File: src/rtl/otp_regfront_pkg.sv
package otp_regfront_pkg;
  localparam logic [7:0]  OFS_CTRL   = 8'h00;
  localparam logic [7:0]  OFS_SET    = 8'h04;
  localparam logic [7:0]  OFS_CLR    = 8'h08;
  localparam logic [7:0]  OFS_TIME   = 8'h10;
  localparam logic [7:0]  OFS_DATA   = 8'h20;
  localparam logic [15:0] UNLOCK_KEY = 16'h3E77;
  localparam int          WADDR_W    = 8;
  localparam int          BIT_ERR    = 9;
  localparam int          BIT_RELOAD = 10;

  typedef enum logic [1:0] {
    OP_IDLE   = 2'd0,
    OP_PROG   = 2'd1,
    OP_RELOAD = 2'd2
  } op_e;

  typedef struct packed {
    logic ctrl_wr;
    logic set_wr;
    logic clr_wr;
    logic time_wr;
    logic data_wr;
  } wr_strobe_t;
endpackage

File: src/rtl/otp_bus_decode.sv
module otp_bus_decode
  import otp_regfront_pkg::*;
(
  input  logic       bus_sel,
  input  logic       bus_wr,
  input  logic [7:0] bus_addr,
  output wr_strobe_t strb
);
  always_comb begin
    strb = '0;
    if (bus_sel && bus_wr) begin
      case (bus_addr)
        OFS_CTRL: strb.ctrl_wr = 1'b1;
        OFS_SET:  strb.set_wr  = 1'b1;
        OFS_CLR:  strb.clr_wr  = 1'b1;
        OFS_TIME: strb.time_wr = 1'b1;
        OFS_DATA: strb.data_wr = 1'b1;
        default:  ;
      endcase
    end
  end
endmodule

File: src/rtl/otp_ctrl_state.sv
module otp_ctrl_state
  import otp_regfront_pkg::*;
(
  input  logic               clk,
  input  logic               rst_n,
  input  wr_strobe_t         strb,
  input  logic [15:0]        wkey,
  input  logic [WADDR_W-1:0] waddr,
  input  logic               wreq_reload,
  input  logic               wclr_err,
  input  logic               word_locked,
  input  logic               prog_done,
  input  logic               reload_done,
  output logic [WADDR_W-1:0] addr_q,
  output logic               unlock_q,
  output logic               busy,
  output logic               error_q,
  output logic               reload_q,
  output logic               data_we,
  output logic               prog_start,
  output logic               reload_start,
  output logic [WADDR_W-1:0] prog_addr
);
  op_e                op_q, op_d;
  logic [WADDR_W-1:0] addr_d;
  logic               unlock_d, error_d, pstart_d, rstart_d;
  logic               reload_req, prog_req;

  assign busy     = (op_q != OP_IDLE);
  assign reload_q = (op_q == OP_RELOAD);
  assign data_we  = strb.data_wr && (op_q == OP_IDLE);

  always_comb begin
    addr_d = addr_q;
    if (strb.ctrl_wr)     addr_d = waddr;
    else if (strb.set_wr) addr_d = addr_q | waddr;
    else if (strb.clr_wr) addr_d = addr_q & ~waddr;

    unlock_d = unlock_q;
    if (strb.ctrl_wr)      unlock_d = (wkey == UNLOCK_KEY);
    else if (strb.data_wr) unlock_d = 1'b0;

    reload_req = (strb.ctrl_wr || strb.set_wr) && wreq_reload;
    prog_req   = strb.data_wr && unlock_q;

    op_d     = op_q;
    error_d  = error_q;
    pstart_d = 1'b0;
    rstart_d = 1'b0;
    if (strb.clr_wr && wclr_err) error_d = 1'b0;

    if (op_q != OP_IDLE) begin
      if (strb.data_wr || reload_req) error_d = 1'b1;
      if ((op_q == OP_PROG && prog_done) || (op_q == OP_RELOAD && reload_done))
        op_d = OP_IDLE;
    end else if (!error_q) begin
      if (prog_req) begin
        if (word_locked) begin
          error_d = 1'b1;
        end else begin
          op_d     = OP_PROG;
          pstart_d = 1'b1;
        end
      end else if (reload_req) begin
        op_d     = OP_RELOAD;
        rstart_d = 1'b1;
      end
    end
  end

  always_ff @(posedge clk or negedge rst_n) begin
    if (!rst_n) begin
      op_q         <= OP_IDLE;
      addr_q       <= '0;
      unlock_q     <= 1'b0;
      error_q      <= 1'b0;
      prog_start   <= 1'b0;
      reload_start <= 1'b0;
      prog_addr    <= '0;
    end else begin
      op_q         <= op_d;
      addr_q       <= addr_d;
      unlock_q     <= unlock_d;
      error_q      <= error_d;
      prog_start   <= pstart_d;
      reload_start <= rstart_d;
      if (pstart_d) prog_addr <= addr_q;
    end
  end
endmodule

File: src/rtl/otp_regfront.sv
module otp_regfront
  import otp_regfront_pkg::*;
#(
  parameter int NUM_WORDS = 256
) (
  input  logic                 clk,
  input  logic                 rst_n,
  input  logic                 bus_sel,
  input  logic                 bus_wr,
  input  logic [7:0]           bus_addr,
  input  logic [31:0]          bus_wdata,
  output logic [31:0]          bus_rdata,
  input  logic [NUM_WORDS-1:0] wlock_map,
  output logic                 prog_start,
  output logic [WADDR_W-1:0]   prog_addr,
  output logic [31:0]          prog_data,
  input  logic                 prog_done,
  output logic                 reload_start,
  input  logic                 reload_done,
  output logic [31:0]          timing_cfg
);
  localparam int WA_W = (NUM_WORDS > 1) ? $clog2(NUM_WORDS) : 1;
  localparam logic [WADDR_W:0] WORDS_LIM = (WADDR_W + 1)'(NUM_WORDS);

  wr_strobe_t         strb;
  logic [WADDR_W-1:0] addr_q;
  logic               unlock_armed, busy, error_flag, reload_q, data_we, word_locked;
  logic [31:0]        data_q, timing_q, ctrl_word;

  otp_bus_decode u_dec (
    .bus_sel (bus_sel),
    .bus_wr  (bus_wr),
    .bus_addr(bus_addr),
    .strb    (strb)
  );

  generate
    if (NUM_WORDS >= (1 << WADDR_W)) begin : g_full_map
      assign word_locked = wlock_map[addr_q];
    end else begin : g_part_map
      assign word_locked = ({1'b0, addr_q} >= WORDS_LIM) || wlock_map[addr_q[WA_W-1:0]];
    end
  endgenerate

  otp_ctrl_state u_state (
    .clk         (clk),
    .rst_n       (rst_n),
    .strb        (strb),
    .wkey        (bus_wdata[31:16]),
    .waddr       (bus_wdata[WADDR_W-1:0]),
    .wreq_reload (bus_wdata[BIT_RELOAD]),
    .wclr_err    (bus_wdata[BIT_ERR]),
    .word_locked (word_locked),
    .prog_done   (prog_done),
    .reload_done (reload_done),
    .addr_q      (addr_q),
    .unlock_q    (unlock_armed),
    .busy        (busy),
    .error_q     (error_flag),
    .reload_q    (reload_q),
    .data_we     (data_we),
    .prog_start  (prog_start),
    .reload_start(reload_start),
    .prog_addr   (prog_addr)
  );

  always_ff @(posedge clk or negedge rst_n) begin
    if (!rst_n) begin
      data_q   <= '0;
      timing_q <= '0;
    end else begin
      if (data_we)      data_q   <= bus_wdata;
      if (strb.time_wr) timing_q <= bus_wdata;
    end
  end

  assign prog_data  = data_q;
  assign timing_cfg = timing_q;
  assign ctrl_word  = {unlock_armed ? UNLOCK_KEY : 16'h0000, 5'b0,
                       reload_q, error_flag, busy, addr_q};

  always_comb begin
    bus_rdata = '0;
    if (bus_sel) begin
      case (bus_addr)
        OFS_CTRL, OFS_SET, OFS_CLR: bus_rdata = ctrl_word;
        OFS_TIME:                   bus_rdata = timing_q;
        OFS_DATA:                   bus_rdata = data_q;
        default:                    ;
      endcase
    end
  end
endmodule

File: config.mk
export PLATFORM = sky130hd
export DESIGN_NAME = otp_regfront
export DESIGN_NICKNAME = d
export VERILOG_FILES = /design/src/rtl/otp_regfront_pkg.sv /design/src/rtl/otp_bus_decode.sv /design/src/rtl/otp_ctrl_state.sv /design/src/rtl/otp_regfront.sv
export SDC_FILE = /design/constraint.sdc
export NUM_CORES = 1
export LEC_CHECK = 0
export BUFFER_PORTS_ARGS = -buffer_cell sky130_fd_sc_hd__buf_2
export CAP_MARGIN = 0
export CORE_AREA = 3 3 157 159
export DETAILED_ROUTE_END_ITERATION = 10
export DIE_AREA = 0 0 160 162
export GPL_ROUTABILITY_DRIVEN = 1
export PLACE_DENSITY = 0.57
export SYNTH_ARGS = -nofsm -noshare
export SYNTH_HDL_FRONTEND = slang
export SYNTH_HIERARCHICAL = 1
export SYNTH_SLANG_ARGS = --single-unit
File: constraint.sdc
create_clock -name clk -period 7.85 [get_ports clk]
set_input_delay 1.1775 -clock clk [delete_from_list [all_inputs] [get_ports clk]]
set_output_delay 1.1775 -clock clk [all_outputs]
set_load 0.005 [all_outputs]
==> results.ini, run 1 <==
[synth]
synth_seq_area_share_pct=36.1
synth_edf_count=0
synth.net_count=764
synth_common_cells=dfrtp_1, mux4_2, mux2_1
ys.flop_type=dfrtp_1
yosysTopAreaCellShare_pct=36.1
ys_seq_elements=86
synth_area_sq_mm=0.00595
synth_top_cell_by_area=dfrtp_1
syn-instance-count=462
synth.area.top_cells=dfrtp_1, mux4_2, mux2_1
yosysMostFrequentCell=dfrtp_1
synth.distinct_cells=48
synth-async-reset-ratio_pct=100
synth_warnings=6
avgSynthCellArea_sq_um=12.9

[floorplanning]
core-area_sq_mm=0.0234
die_area_sq_mm=0.0259
die_h_microns=162
initial_core_util_pct=25.4
row_count=56
die_x_microns=160
io_pins=408

[clock_tree]
clk_pin_slew_ns=0.06
cts_hold_buf=0
clock_tree.buffer_depth=2
clkLatencyLatePin_ns=0.33
cts-htree-levels=3
clock-root-buffer=clkbuf_16
cts_setup_buffers=0
cts_tree=built
clkSinkCount=86
numCtsBuffers=9
post_cts_resize_count=0

[sta]
finalCritPeriodShare_pct=54.1
fin_tns_setup_ns=0
rsz0062_at_grt=false
fin_ws_ns=3.60
max_clock_freq_mhz=235
final_max_slew_viol_count=0
tightest_slew_ns=1.07
layout_min_cycle_time_ns=4.25
clock_skew_ns=0.00787
final_hold_viol_count=0
setup_viol=0
slew_headroom_pct=28.4
timing.hold.ws_ns=0.502

[global_route]
grt_usage_pct=20.0
grt_pass1_wl_mm=39.7
grt_max_degree=80
grt_pass1_vias=6470
antenna_found_initial=3
gr-total-overflow=0

[placement]
dp_cells=1155
place_ws_ns=3.44
dpl.hpwl_mm=21.7
place.port_buffers=407
placed_area_sq_mm=0.00831
gp_congestion=0.891

[status]
status=complete, no violations

[worst_setup_path]
cp_cell_sequence=buf_4 > mux4_2 > a22oi_1 > a21oi_1 > o41ai_1 > o211ai_1 > o21a_1 > nor3_4 > mux2_2
path_buf_inv=1
crit_type=flip-flop to flip-flop
crit_path_start_kind=flip-flop
worstPathRequired_ns=8.06
crit_fanout=40
critPathMaxStageDelay_ns=0.76
critPathArrivalTime_ns=4.46
endpoint_kind=flip-flop
slowest_stage=dfrtp_4
cp_top_family=compound AO/OA/AOI/OAI gates

[layout]
syn_to_final_growth_pct=44.7
drive_gt1_share_pct=61.2
fin_area_sq_mm=0.00862
fin_cells=1172
final_nets=1149

[route]
wirelength_mm=27.2
first_iter_violations=257
wire_per_inst_microns=23.2
drc=0
drt_pass1_iterations=5
ant_nets=0
via_count=6017
vias_per_cell=5.13

[power_and_ir_drop]
irDropWorstVdd_uv=75.8
powerDensity_mw_per_mm2=132
p_leak_nw=4.26

[flow_run]
max_cap_viol_count=0

[worst_hold_path]
hold_path_class=flip-flop to flip-flop

-- logic make-up (layout without fill, tap and decap cells) --
| group | count (synthesis) | in the layout | share of synthesized area, % |
|---|---|---|---|
| DFF | 86 | 86 | 36.1 |
| and+or+nand+nor | 77 | 77 | 7.61 |
| buffers and inverters | 50 | 440 | 3.78 |
| other | 0 | 1 | 0 |
| AOI/OAI and AO/OA | 105 | 105 | 13.3 |
| muxes | 144 | 144 | 39.2 |
-- path summary, 6_finish.rpt --
check                                      from                          to  slack, ns  cells after the start
setup / recovery                      flip-flop        u_state/prog_addr[0]       3.60                      9
hold / removal             u_state/prog_addr[3]        u_state/prog_addr[3]       0.50                      1
setup reg to reg                      flip-flop        u_state/prog_addr[0]       3.60                      9
hold reg to reg            u_state/prog_addr[3]        u_state/prog_addr[3]       0.50                      1
max in group asynchronous                 rst_n  asynchronous set/reset pin       5.87                      2
min in group asynchronous                 rst_n               prog_data[14]       0.65                      1
-- sequential cells by signal, summed over array words and instances (netlist names), named ones only --
name and cells:
u_state/unlock_q 1, u_state/reload_start 1, u_state/error_q 1, prog_data 32
u_state/prog_start 1, u_state/prog_addr 8, u_state/op_q 2, timing_cfg 32
-- cell usage in the layout, fill, tap and decap left out, types with 3 or more instances in the layout --
cell type	synthesis	routed
mux2_1	60	60
a22oi_1	48	48
nand2_1	14	14
buf_2	3	406
clkbuf_16	0	9
a32o_1	8	8
o21ai_0	3	3
inv_1	5	5
dfrtp_1	86	84
a21oi_1	20	20
mux2i_1	8	8
nor2_1	17	16
a211oi_1	3	3
a222oi_1	11	11
mux4_2	64	64
mux2_2	12	12
nor2b_1	15	15
nor4_1	6	4
nand3_1	3	3
buf_4	1	12
-- per-layer routing --
layer  up-vias  track usage, %  wire (microns)
li1       2669               -               -
met1      2997            22.6           10300
met2       306            36.8           14100
met3        41            5.59            2140
met4         4            6.04             603
met5         -               0              27
-- where the power goes --
group	internal, mW	total [mW]	switching [mW]
combinational	0.133	0.232	0.0996
sequential	0.454	0.472	0.0177
clock	0.264	0.434	0.170
total	0.851	1.14	0.287
-- area by class of cell --
class	instances	area, sq um
multi-input cells	326	3610
flip-flops and latches	86	2160
repair buffers	418	2120
clock buffers	13	260
well taps	319	399
clock inverters	3	42.5
diodes	1	2.50
fillers	2419	14800
inverters	6	22.5
-- metrics by stage --
stage               util, %  power (mW)
floorplan                 -       0.584
global placement       35.5       0.713
detailed placement     35.5       0.717
CTS                    36.8        1.15
global route           36.8        1.19
finish                 36.8        1.14
(Power assumes the default switching activity.)
==> run 2: changes to the inputs <==
CORE_AREA = 3 3 158 160   (was 3 3 157 159)
DIE_AREA = 0 0 161 163   (was 0 0 160 162)
PLACE_DENSITY = 0.59   (was 0.57)
clock period = 3.71 ns   (was 7.85 ns; I/O delays follow)
==> run 2 against run 1 <==
Against the previous run: clock skew up 0.0063 ns; total power up 110%; combinational power up 120%; sequential share of layout area down 0.21 points; highest routed layer unchanged; critical path type unchanged; sequential power up 110%; critical path depth up 1; via count up 2.3%; fmax up 25%; global-route usage about the same; die area up 1.2%.
==> results.ini, run 2 (synthesized netlist as in run 1, its figures left out) <==
[global_route]
grt_max_degree=78
grt_pass1_wl_mm=39.7
grt_pass1_vias=6378
gr-total-overflow=0
grt_usage_pct=20.0
antenna_found_initial=5

[worst_setup_path]
regToRegEndpoint=u_state/prog_addr[1]
crit_end=u_state/prog_addr[1]
r2r_slack_ns=0.31
critPathArrivalTime_ns=3.63
worstPathRequired_ns=3.93
crit_type=flip-flop to flip-flop
crit_path_start_kind=flip-flop
crit_fanout=48
endpoint_kind=flip-flop
r2r_cells=10

[clock_tree]
cts-htree-levels=3
clock_tree.buffer_depth=2
clock-root-buffer=clkbuf_16
cts_tree=built
numCtsBuffers=9
clk_pin_slew_ns=0.07
clkSinkCount=86
cts_setup_buffers=0
clkLatencyLatePin_ns=0.35
post_cts_resize_count=0
cts_hold_buf=0

[floorplanning]
die_area_sq_mm=0.0262
die_x_microns=161
core-area_sq_mm=0.0235
initial_core_util_pct=25.3
die_h_microns=163
io_pins=408
row_count=56

[power_and_ir_drop]
powerDensity_mw_per_mm2=277
p_leak_nw=4.29
irDropWorstVdd_uv=249
power.total_mw=2.40

[placement]
gp_congestion=0.960
place.port_buffers=407
dpl.hpwl_mm=22.1

[sta]
slew_headroom_pct=22.4
setup_viol=0
clock_skew_ns=0.0142
final_max_slew_viol_count=0
finalCritPeriodShare_pct=91.7
rsz0062_at_grt=false
tightest_slew_ns=1.16
max_clock_freq_mhz=294
layout_min_cycle_time_ns=3.40
fin_tns_setup_ns=0
final_hold_viol_count=0

[layout]
layout_common_cells=buf_2, dfrtp_1, mux4_2
finish.utilization_pct=36.9
layout_commonest_cell=buf_2
final_nets=1155
drive_gt1_share_pct=61.7
syn_to_final_growth_pct=46.0
fillers=2385

[status]
status=complete, no violations

[flow_run]
max_cap_viol_count=0

[route]
wirelength_mm=27.4
via_count=6154
drt_pass1_iterations=5
vias_per_cell=5.22
drc=0
wire_per_inst_microns=23.3
ant_nets=0
first_iter_violations=294

[worst_hold_path]
hold_path_class=input pin to asynchronous set/reset pin

run 2: power by group:
part / internal [mW] / switching (mW) / total, mW
Sequential: 0.961 / 0.0261 / 0.987
Clock: 0.483 / 0.415 / 0.898
Combinational: 0.289 / 0.229 / 0.518
run 2: worst min path at each step:
stage | slack, ns | from | to
after global routing | 0.44 | bus_wdata[11] | prog_data[11]
after detailed placement | 0.49 | u_state/prog_addr[5] | u_state/prog_addr[5]
final | 0.39 | rst_n | timing_cfg[15]
after floorplan | 0.26 | rst_n | prog_data[0]
after global placement | 0.49 | timing_cfg[16] | timing_cfg[16]
after CTS | 0.42 | bus_wdata[14] | timing_cfg[14]
run 2: area by class of cell:
type                    instances  area (sq um)  share of cell area, %
diodes                          2          5.00                 0.0576
flip-flops and latches         86          2160                   24.8
clock buffers                  10           239                   2.75
multi-input cells             326          3610                   41.5
repair buffers                424          2200                   25.4
well taps                     319           399                   4.59
inverters                       6          22.5                  0.259
clock inverters                 6          52.6                  0.605
run 2: stage by stage:
stage          cell area (sq um)  worst slack (ns)  hold slack [ns]  std cells
2_1_floorplan               5950             0.783            0.261        462
3_5_place_dp                8390             0.168            0.492       1161
3_3_place_gp                8390             0.280            0.490       1161
4_1_cts                     8680             0.150            0.421       1177
5_1_grt                     8690            0.0622            0.435       1179
6_report                    8690             0.306            0.391       1179
run 2: metal layers:
layer	GRT usage (%)	vias to the layer above	wire [microns]
met5	0	-	44
met4	4.61	6	450
met3	6.38	31	2540
met2	34.9	328	13800
met1	24.2	3105	10600
li1	-	2684	-
run 2: worst max-delay path: stages (launching register included):
cell and delay, ns:
dfrtp_4 0.44, buf_12 0.30, mux4_2 0.55, a22oi_1 0.24, a21oi_1 0.10, o41ai_1 0.34
buf_4 0.16, o211ai_1 0.08, o21a_1 0.20, nor3_4 0.42, mux2_2 0.40
==> run 3: changes to the inputs <==
CELL_PAD_IN_SITES_DETAIL_PLACEMENT = 1   (was default)
CELL_PAD_IN_SITES_GLOBAL_PLACEMENT = 1   (was default)
CORE_AREA = 3 3 159 161   (was 3 3 158 160)
DIE_AREA = 0 0 162 164   (was 0 0 161 163)
GPL_TIMING_DRIVEN = 1   (was default)
PLACE_DENSITY = 0.74   (was 0.59)
==> run 3 against run 2 <==
Against the previous run: first-iteration DRC count decreased by 2.0%; count of clock-buffer cells in the layout is the same; final area increased by 0.63%; worst hold slack worse by 0.063 ns; global-route usage up 1.0 points; wire length is 4.9% higher; non-clock buffer count up 2; highest routed layer unchanged; register-to-register slack gained 0.03 ns; flip-flop and latch count is the same; total power is 0.84% lower; critical path type unchanged; clock skew decreased by 0.0067 ns; sequential share of layout area fell by 0.16 points.
==> results.ini, run 3 (synthesized netlist as in run 1, its figures left out) <==
[floorplanning]
die_x_microns=162
core-area_sq_mm=0.0241
die_area_sq_mm=0.0266
die_h_microns=164
row_count=57
initial_core_util_pct=24.7
io_pins=408

[worst_hold_path]
hold_path_class=input pin to asynchronous set/reset pin

[route]
drt_pass1_iterations=5
wire_per_inst_microns=24.1
vias_per_cell=5.13
via_count=6114
first_iter_violations=288
wirelength_mm=28.8
drc=0
ant_nets=0

[worst_setup_path]
crit_fanout=28
slowest_stage=dfrtp_4
regToRegEndpoint=u_state/prog_addr[5]
r2r_cells=10
path_buf_inv=2
worstPathRequired_ns=3.93
cp_top_family=multiplexers
cp_cell_sequence=buf_12 > mux4_2 > mux2i_1 > a22oi_1 > a22oi_1 > o211ai_1 > o21a_1 > nor3_4 > buf_12 > mux2_2
critPathArrivalTime_ns=3.59
worstSetupPathDepth=10
crit_path_start_kind=flip-flop
critPathMaxStageDelay_ns=0.70
endpoint_kind=flip-flop
crit_end=u_state/prog_addr[5]
r2r_slack_ns=0.34
crit_type=flip-flop to flip-flop

[global_route]
grt_use_met2_pct=36.9
grt_pass1_vias=6673
grt_pass1_wl_mm=42.0
grt_usage_pct=21.0
grt_max_degree=62
gr-usage-met3_pct=7.31
antenna_found_initial=10
gr-total-overflow=0
gr-usage-met1_pct=24.6
busiest_layer=met2

[flow_run]
max_cap_viol_count=0

[status]
status=complete, no violations

[sta]
timing.hold.ws_ns=0.328
tightest_slew_ns=1.14
layout_min_cycle_time_ns=3.37
setup_viol=0
final_hold_viol_count=0
fin_ws_ns=0.341
final_max_slew_viol_count=0
clock_skew_ns=0.00746
fin_tns_setup_ns=0
rsz0062_at_grt=false
slew_headroom_pct=23.8
max_clock_freq_mhz=297
finalCritPeriodShare_pct=90.8

[layout]
layout_common_cells=buf_2, dfrtp_1, mux4_2
layout_commonest_cell=buf_2
final_nets=1157
syn_to_final_growth_pct=46.9
finish.utilization_pct=36.3
drive_gt1_share_pct=61.7
fin_area_sq_mm=0.00874
fin_cells=1192
fillers=2798

[clock_tree]
numCtsBuffers=9
clock_tree.buffer_depth=2
clkSinkCount=86
post_cts_resize_count=0
cts-htree-levels=3
clkLatencyLatePin_ns=0.34
cts_tree=built
clock-root-buffer=clkbuf_16
cts_hold_buf=0
clk_pin_slew_ns=0.07

[power_and_ir_drop]
irDropWorstVdd_uv=217
p_leak_nw=4.30
power.total_mw=2.38
powerDensity_mw_per_mm2=272

[placement]
dpl.hpwl_mm=23.7
place_ws_ns=0.0524
placed_area_sq_mm=0.00842
dp_cells=1167
place.port_buffers=407
gp_congestion=0.946

[run 3: power breakdown]
group          switching [mW]  total (mW)  internal [mW]  leakage [nW]
clock                   0.402       0.878          0.476         0.135
combinational           0.220       0.510          0.290          2.98
sequential             0.0344       0.995          0.961          1.19
total                   0.656        2.38           1.73          4.30
[run 3: layout make-up]
cell class | count | area [sq um] | area share [%]
antenna | 8 | 20.0 | 0.229
sequential | 86 | 2160 | 24.7
clock inverter | 6 | 46.3 | 0.529
tap | 324 | 405 | 4.64
inverter | 6 | 22.5 | 0.258
clock buffer | 10 | 239 | 2.73
timing repair buffer | 426 | 2240 | 25.7
multi-input combinational | 326 | 3610 | 41.3
[run 3: how the worst min path moves through the flow]
stage                    startpoint                    to  slack [ns]  cells after the start
4_1_cts                       rst_n        timing_cfg[15]        0.34                      1
5_1_grt                       rst_n        timing_cfg[15]        0.36                      1
3_3_place_gp          prog_data[25]         prog_data[25]        0.49                      1
3_5_place_dp   u_state/prog_addr[6]  u_state/prog_addr[6]        0.49                      1
6_report                      rst_n        timing_cfg[15]        0.33                      1
2_1_floorplan                 rst_n          prog_data[0]        0.26                      0
[run 3: worst reg2reg max path: stages, from the launching register on]
cell,delay (ns)
dfrtp_4,0.70
buf_12,0.30
mux4_2,0.56
mux2i_1,0.26
a22oi_1,0.11
a22oi_1,0.38
o211ai_1,0.13
o21a_1,0.17
nor3_4,0.16
buf_12,0.15
mux2_2,0.34
[run 3: routing by layer]
metal / vias up / share of wire (%) / wire [microns]
met4: 4 / 1.8 / 529
met2: 296 / 50 / 14400
met1: 3085 / 39 / 11300
met5: - / 0.12 / 34
met3: 42 / 8.7 / 2510
li1: 2687 / - / -
[run 3: what timing repair did]
item / 4_1_cts / 5_1_grt
endpoints found under the setup margin: 0 / 8
hold endpoints to repair: 0 / 0
buffers inserted: 0 / 1
